File: src/rtl/lpwm_pkg.sv
// Shared constants and types for the lockable shadowed PWM channel.
// Assumes a four-word register window and a fixed control bit layout.
package lpwm_pkg;
    localparam int IDX_W = 2;

    localparam logic [IDX_W-1:0] IDX_COUNT  = 2'd0;
    localparam logic [IDX_W-1:0] IDX_PERIOD = 2'd1;
    localparam logic [IDX_W-1:0] IDX_DUTY   = 2'd2;
    localparam logic [IDX_W-1:0] IDX_CTRL   = 2'd3;

    localparam int CB_EN    = 0;
    localparam int CB_CONT  = 1;
    localparam int CB_DLVL  = 3;
    localparam int CB_ILVL  = 4;
    localparam int CB_ALIGN = 5;
    localparam int CB_LOCK  = 6;

    // Output levels that travel together through the shadow/active path.
    typedef struct packed {
        logic duty_lvl;
        logic idle_lvl;
    } lvl_t;

    // Decoded control word.
    typedef struct packed {
        logic lock;
        logic align;
        logic idle_lvl;
        logic duty_lvl;
        logic cont;
        logic en;
    } ctrl_t;
endpackage

File: src/rtl/lpwm_regfile.sv
// Register window: holds the shadow period, duty and control word and
// serves registered reads. Assumes at most one access per cycle;
// writes to the counter index are dropped.
module lpwm_regfile
    import lpwm_pkg::*;
#(
    parameter int DATA_W = 32
) (
    input  logic              clk,
    input  logic              rst_n,
    input  logic              wr_en,
    input  logic              rd_en,
    input  logic [IDX_W-1:0]  addr,
    input  logic [DATA_W-1:0] wdata,
    input  logic [DATA_W-1:0] live_cnt,
    output logic [DATA_W-1:0] rdata,
    output logic [DATA_W-1:0] sh_period,
    output logic [DATA_W-1:0] sh_duty,
    output ctrl_t             sh_ctrl
);
    logic [DATA_W-1:0] rd_mux;

    // Capture software writes into the shadow registers.
    always_ff @(posedge clk) begin
        if (!rst_n) begin
            sh_period <= '0;
            sh_duty   <= '0;
            sh_ctrl   <= '0;
        end else if (wr_en) begin
            case (addr)
                IDX_PERIOD: sh_period <= wdata;
                IDX_DUTY:   sh_duty   <= wdata;
                IDX_CTRL: begin
                    sh_ctrl.en       <= wdata[CB_EN];
                    sh_ctrl.cont     <= wdata[CB_CONT];
                    sh_ctrl.duty_lvl <= wdata[CB_DLVL];
                    sh_ctrl.idle_lvl <= wdata[CB_ILVL];
                    sh_ctrl.align    <= wdata[CB_ALIGN];
                    sh_ctrl.lock     <= wdata[CB_LOCK];
                end
                default: ;
            endcase
        end
    end

    // Select the word addressed by a read.
    always_comb begin
        rd_mux = '0;
        case (addr)
            IDX_COUNT:  rd_mux = live_cnt;
            IDX_PERIOD: rd_mux = sh_period;
            IDX_DUTY:   rd_mux = sh_duty;
            default: begin
                rd_mux[CB_EN]    = sh_ctrl.en;
                rd_mux[CB_CONT]  = sh_ctrl.cont;
                rd_mux[CB_DLVL]  = sh_ctrl.duty_lvl;
                rd_mux[CB_ILVL]  = sh_ctrl.idle_lvl;
                rd_mux[CB_ALIGN] = sh_ctrl.align;
                rd_mux[CB_LOCK]  = sh_ctrl.lock;
            end
        endcase
    end

    // Register the read data on a read strobe.
    always_ff @(posedge clk) begin
        if (!rst_n)     rdata <= '0;
        else if (rd_en) rdata <= rd_mux;
    end


    cnt_write_ignored_chk: assert property (@(posedge clk) disable iff (!rst_n)
        (wr_en && addr == IDX_COUNT) |=>
            ($stable(sh_period) && $stable(sh_duty) && $stable(sh_ctrl)));
endmodule

File: src/rtl/lpwm_timer.sv
// Period timer with the active configuration set. Loads the shadow set
// while stopped and at unlocked wraps; steps the counter while running.
// Assumes run_cfg and lock come straight from the shadow control word.
module lpwm_timer
    import lpwm_pkg::*;
#(
    parameter int DATA_W = 32
) (
    input  logic              clk,
    input  logic              rst_n,
    input  logic              run_cfg,
    input  logic              lock,
    input  logic [DATA_W-1:0] sh_period,
    input  logic [DATA_W-1:0] sh_duty,
    input  lvl_t              sh_lvl,
    output logic              running,
    output logic [DATA_W-1:0] cnt,
    output logic [DATA_W-1:0] act_duty,
    output lvl_t              act_lvl
);
    localparam logic [DATA_W-1:0] ONE = DATA_W'(1);

    logic [DATA_W-1:0] act_period;
    logic              wrap_now;
    logic              commit;

    // Detect the last count of the active period.
    always_comb begin
        wrap_now = (act_period <= ONE) || (cnt == act_period - ONE);
        commit   = !running || (run_cfg && wrap_now && !lock);
    end

    // Transfer the shadow set into the active set.
    always_ff @(posedge clk) begin
        if (!rst_n) begin
            act_period <= '0;
            act_duty   <= '0;
            act_lvl    <= '0;
        end else if (commit) begin
            act_period <= sh_period;
            act_duty   <= sh_duty;
            act_lvl    <= sh_lvl;
        end
    end

    // Track the run state and step or clear the counter.
    always_ff @(posedge clk) begin
        if (!rst_n) begin
            running <= 1'b0;
            cnt     <= '0;
        end else if (!running) begin
            running <= run_cfg;
            cnt     <= '0;
        end else if (!run_cfg) begin
            running <= 1'b0;
            cnt     <= '0;
        end else if (wrap_now) begin
            cnt <= '0;
        end else begin
            cnt <= cnt + ONE;
        end
    end


    cnt_range_chk: assert property (@(posedge clk) disable iff (!rst_n)
        (running && act_period > ONE) |-> (cnt < act_period));


    cnt_step_chk: assert property (@(posedge clk) disable iff (!rst_n)
        (running && run_cfg && !wrap_now) |=> (cnt == $past(cnt) + ONE));


    stop_cnt_zero_chk: assert property (@(posedge clk) disable iff (!rst_n)
        !run_cfg |=> (cnt == '0));


    lock_hold_chk: assert property (@(posedge clk) disable iff (!rst_n)
        (running && run_cfg && lock) |=>
            ($stable(act_period) && $stable(act_duty) && $stable(act_lvl)));


    midperiod_hold_chk: assert property (@(posedge clk) disable iff (!rst_n)
        (running && run_cfg && !wrap_now) |=>
            ($stable(act_period) && $stable(act_duty) && $stable(act_lvl)));
endmodule

File: src/rtl/lpwm_wavegen.sv
// Output stage: left-aligned compare of the count against the active duty.
// Drives the shadow inactive level whenever the timer is stopped.
module lpwm_wavegen
    import lpwm_pkg::*;
#(
    parameter int DATA_W = 32
) (
    input  logic              running,
    input  logic [DATA_W-1:0] cnt,
    input  logic [DATA_W-1:0] act_duty,
    input  lvl_t              act_lvl,
    input  logic              stop_lvl,
    output logic              pwm_out
);
    // Choose the level for the current count.
    always_comb begin
        if (!running)            pwm_out = stop_lvl;
        else if (cnt < act_duty) pwm_out = act_lvl.duty_lvl;
        else                     pwm_out = act_lvl.idle_lvl;
    end
endmodule

File: src/rtl/lpwm_channel.sv
// Top of the lockable shadowed PWM channel: register window, period timer
// with active set, and output stage. Assumes one bus access per cycle.
module lpwm_channel
    import lpwm_pkg::*;
#(
    parameter int DATA_W = 32
) (
    input  logic                    clk,
    input  logic                    rst_n,
    input  logic                    wr_en,
    input  logic                    rd_en,
    input  logic [IDX_W-1:0]        addr,
    input  logic [DATA_W-1:0]       wdata,
    output logic [DATA_W-1:0]       rdata,
    output logic                    pwm_out
);
    logic [DATA_W-1:0] sh_period;
    logic [DATA_W-1:0] sh_duty;
    ctrl_t             sh_ctrl;
    lvl_t              sh_lvl;
    logic              run_cfg;
    logic              running;
    logic [DATA_W-1:0] cnt;
    logic [DATA_W-1:0] act_duty;
    lvl_t              act_lvl;

    // Derive the run request and level pair from the shadow control word.
    always_comb begin
        run_cfg         = sh_ctrl.en && sh_ctrl.cont;
        sh_lvl.duty_lvl = sh_ctrl.duty_lvl;
        sh_lvl.idle_lvl = sh_ctrl.idle_lvl;
    end

    lpwm_regfile #(.DATA_W(DATA_W)) regs_i (
        .clk       (clk),
        .rst_n     (rst_n),
        .wr_en     (wr_en),
        .rd_en     (rd_en),
        .addr      (addr),
        .wdata     (wdata),
        .live_cnt  (cnt),
        .rdata     (rdata),
        .sh_period (sh_period),
        .sh_duty   (sh_duty),
        .sh_ctrl   (sh_ctrl)
    );

    lpwm_timer #(.DATA_W(DATA_W)) timer_i (
        .clk       (clk),
        .rst_n     (rst_n),
        .run_cfg   (run_cfg),
        .lock      (sh_ctrl.lock),
        .sh_period (sh_period),
        .sh_duty   (sh_duty),
        .sh_lvl    (sh_lvl),
        .running   (running),
        .cnt       (cnt),
        .act_duty  (act_duty),
        .act_lvl   (act_lvl)
    );

    lpwm_wavegen #(.DATA_W(DATA_W)) wave_i (
        .running  (running),
        .cnt      (cnt),
        .act_duty (act_duty),
        .act_lvl  (act_lvl),
        .stop_lvl (sh_ctrl.idle_lvl),
        .pwm_out  (pwm_out)
    );
endmodule

File: config.mk
export PLATFORM = sky130hd
export DESIGN_NAME = lpwm_channel
export DESIGN_NICKNAME = d
export VERILOG_FILES = /design/src/rtl/lpwm_pkg.sv /design/src/rtl/lpwm_regfile.sv /design/src/rtl/lpwm_timer.sv /design/src/rtl/lpwm_wavegen.sv /design/src/rtl/lpwm_channel.sv
export SDC_FILE = /design/constraint.sdc
export NUM_CORES = 1
export LEC_CHECK = 0
export BUFFER_PORTS_ARGS = -buffer_cell sky130_fd_sc_hd__buf_4
export CAP_MARGIN = 5
export CORE_MARGIN = 2
export CORE_UTILIZATION = 55
export CTS_CLUSTER_SIZE = 25
export DETAILED_ROUTE_END_ITERATION = 6
export PLACE_DENSITY = 0.74
export SYNTH_ARGS = -nofsm -noshare
export SYNTH_HDL_FRONTEND = slang
export SYNTH_HIERARCHICAL = 1
export SYNTH_SLANG_ARGS = --single-unit
export TNS_END_PERCENT = 50
File: constraint.sdc
create_clock -name clk -period 6.25 [get_ports clk]
set_clock_uncertainty 0.05 [all_clocks]
set_input_delay 0.625 -clock clk [delete_from_list [all_inputs] [get_ports clk]]
set_output_delay 0.625 -clock clk [all_outputs]
set_load 0.02 [all_outputs]
==> flow_metrics.py <==
metrics = {
    "outcome": {
        "run_status": "completed",
    },
    "global_route": {
        "grt_pass1_vias": 8113,
        "grt_usage_pct": 24.47,
        "overflow": 0,
        "grt_max_degree": 104,
        "antenna_found_initial": 0,
        "grt_pass1_wl_um": 40390,
    },
    "synth": {
        "synth_flop_cell": "dfxtp_1",
        "synthCells": 1247,
        "synth_fp_nets": 1319,
        "yosysWarningCount": 6,
        "synth-seq-area-share_pct": 38.59,
        "synthesis.area_um2": 10430,
        "synth_top_area_cell": "dfxtp_1",
        "synth.avg_cell_area_um2": 8.362,
        "ys_ff_latch": 201,
        "synth_top_area_share_pct": 38.59,
        "ys_top_cells_by_area": "dfxtp_1, nand2_1, mux2i_1, ha_1, xnor2_1",
        "async_reset_ff_share_pct": 0,
        "synth_edf_count": 0,
        "synth_cell_types": 64,
    },
    "pwr": {
        "clkPwrFrac_pct": 43.4,
        "internal-power_mw": 2.138,
        "p_sw_mw": 0.6870,
        "vdd.ir_drop.worst_uv": 166.7,
        "swShare_pct": 24.32,
        "pwr_density_cell_nw_per_um2": 244.0,
        "p_seq_share_pct": 47.4,
        "p_leak_nw": 4.279,
        "comb_power_share_pct": 9.2,
    },
    "critical_path": {
        "r2r_start": "timer_i/act_period[0]",
        "reg2reg_slack_ns": 1.94,
        "cp_max_fo": 31,
        "worstPathRequired_ns": 6.64,
        "critPathKind": "flip-flop to flip-flop",
        "regToRegEndpoint": "timer_i/act_duty[4]",
        "cp-start-kind": "flip-flop",
        "arrival_ns": 4.70,
        "r2r_cells": 12,
        "timing.critical_path.to_type": "flip-flop",
    },
    "clock_network": {
        "cts_resized": 0,
        "clk_path_buf_depth": 3,
        "cts_tree": "built",
        "post-cts-setup-buffers": 0,
        "clock_latency_ns": 0.51,
        "cts_max_level": 1,
        "cts_root_buf": "clkbuf_16",
        "cts_hold_buf": 0,
        "cts_buffers": 22,
        "path_clk_slew_ns": 0.05,
        "cts_sinks": 201,
    },
    "finish": {
        "final_layout_size_suffix_gt1_share_pct": 9.487,
        "final_cell_mix": "nand2_1, dfxtp_1, mux2i_1, buf_4, nor2_1",
        "diodes": 0,
        "instances_no_fill": 1520,
        "mostFrequentLayoutCell": "nand2_1",
        "finalInstanceArea_um2": 11580,
        "area_growth_pct": 11.04,
        "nets": 1345,
    },
    "placed_design": {
        "dp_cells": 1483,
        "dpl_worst_slack_ns": 1.973,
        "port_buffers": 70,
        "hpwl_um": 16640,
        "gp_congestion": 0.9161,
        "placed_area_um2": 10900,
    },
    "sta": {
        "fin_crit_sh_pct": 68.93,
        "hold_viol": 0,
        "max_freq_ghz": 0.2321,
        "grt_setup_unrepaired": "no",
        "slew_violations": 0,
        "layout_setup_ws_ns": 1.942,
        "relSlewSlack_pct": 31.67,
        "period_needed_ns": 4.308,
        "setup_violations": 0,
        "worst_pin_slew_ns": 1.025,
        "setup_tns_ns": 0,
    },
    "routing": {
        "antenna_left": 0,
        "post_drt_via_cell_ratio": 5.618,
        "routedWlPerCell_um": 16.23,
        "drtIter0Drc": 593,
        "drc": 0,
        "wirelength_um": 24670,
        "firstDrtPassIters": 5,
        "vias": 8540,
    },
    "die": {
        "die_area_um2": 20080,
        "fp-row-count": 50,
        "num_io_pins": 71,
        "die_w_um": 141.7,
        "start_util_pct": 55.93,
        "core_area_um2": 18640,
        "fp.dieH_um": 141.7,
    },
    "worst_hold_path": {
        "min_path_cells": 3,
        "hold_class": "primary input to flip-flop",
        "holdCritStartpoint": "wdata[9]",
        "hold_path_end": "regs_i/sh_period[9]",
    },
    "run": {
        "maxCapViolCount": 0,
    },
}
==> final cells by class <==
cell class	count	area, um^2
sequential	201	4024
clock buffer	34	655.6
multi-input combinational	929	5833
fill	1674	7064
tap	234	292.8
inverter	40	150.1
timing repair buffer	79	596.8
clock inverter	3	26.28
==> per-layer routing <==
layer  routed length, um  global-route usage [%]  up-vias  part of all wire [%]
li1                    -                       -     4282                     -
met1               11920                   34.37     4015                    48
met2               11000                   39.88      209                    45
met3                1354                   3.476       34                   5.5
met4                 396                   6.053        0                   1.6
met5                   0                       0        -                     0
==> Yosys cell counts, drive strengths merged (13+ instances only) <==
cell,instances
nand2,321
dfxtp,201
mux2i,112
a21boi,64
nor2,52
clkbuf,45
inv,40
xnor2,37
o21ai,35
ha,34
xor2,33
buf,32
a31oi,30
or2,26
a21oi,21
nand3,17
nor3,14
and3,13
==> per-stage QoR <==
step	hold WS [ns]	util (%)	total power, mW
after detailed placement	0.4007	58.45	1.624
after global routing	0.3100	62.11	2.940
final	0.3184	62.11	2.825
after global placement	0.3944	58.45	1.619
after floorplan	0.3880	-	1.544
after CTS	0.3058	62.11	2.850
==> critical path: stages, from the launching register on <==
cell and delay (ns):
dfxtp_1 0.35, inv_1 0.08, ha_1 0.23, nor3b_1 0.43, nand4_1 0.40, o211ai_1 0.38, o41ai_1 0.14, a211oi_1 0.29
a211oi_1 0.11, a21oi_1 0.21, o31a_2 0.82, buf_4 0.49, mux2i_1 0.24
==> power by group through the flow <==
stage / clock [mW] / combinational [mW] / sequential (mW)
after floorplan: 0 / 0.174 / 1.37
after global placement: 0 / 0.255 / 1.36
after detailed placement: 0 / 0.259 / 1.37
after CTS: 1.25 / 0.260 / 1.34
after global routing: 1.31 / 0.288 / 1.34
final: 1.23 / 0.261 / 1.34
==> worst max path at each step <==
stage / slack (ns) / end / start
final: 1.94 / timer_i/act_duty[4] / timer_i/act_period[0]
after global routing: 1.57 / timer_i/act_duty[2] / timer_i/act_period[0]
after CTS: 1.93 / timer_i/act_duty[4] / timer_i/act_period[0]
after detailed placement: 1.97 / timer_i/act_duty[4] / timer_i/act_period[0]
after global placement: 2.20 / timer_i/act_period[5] / timer_i/act_period[0]
after floorplan: 3.07 / timer_i/act_duty[0] / timer_i/act_period[13]
==> flip-flops by register name, summed over array words and instances (netlist names) <==
signal and cells:
timer_i/cnt 32, regs_i/sh_duty 32, regs_i/rdata 32, timer_i/act_lvl 2, regs_i/sh_period 32, timer_i/running 1, timer_i/act_period 32, regs_i/sh_ctrl 6
timer_i/act_duty 32
==> cells by family (layout without fill, tap and decap cells) <==
kind of cell | count (synthesis) | in the layout | synth area share [%]
xor gates and xnor gates | 70 | 70 | 5.880
muxes | 112 | 112 | 10.75
AOI/OAI and AO/OA | 190 | 190 | 12.37
adders and majority gates | 34 | 34 | 4.080
buffers and inverters | 117 | 156 | 5.519
and+or+nand+nor | 523 | 523 | 22.81
DFF | 201 | 201 | 38.59
(Power assumes the default switching activity.)
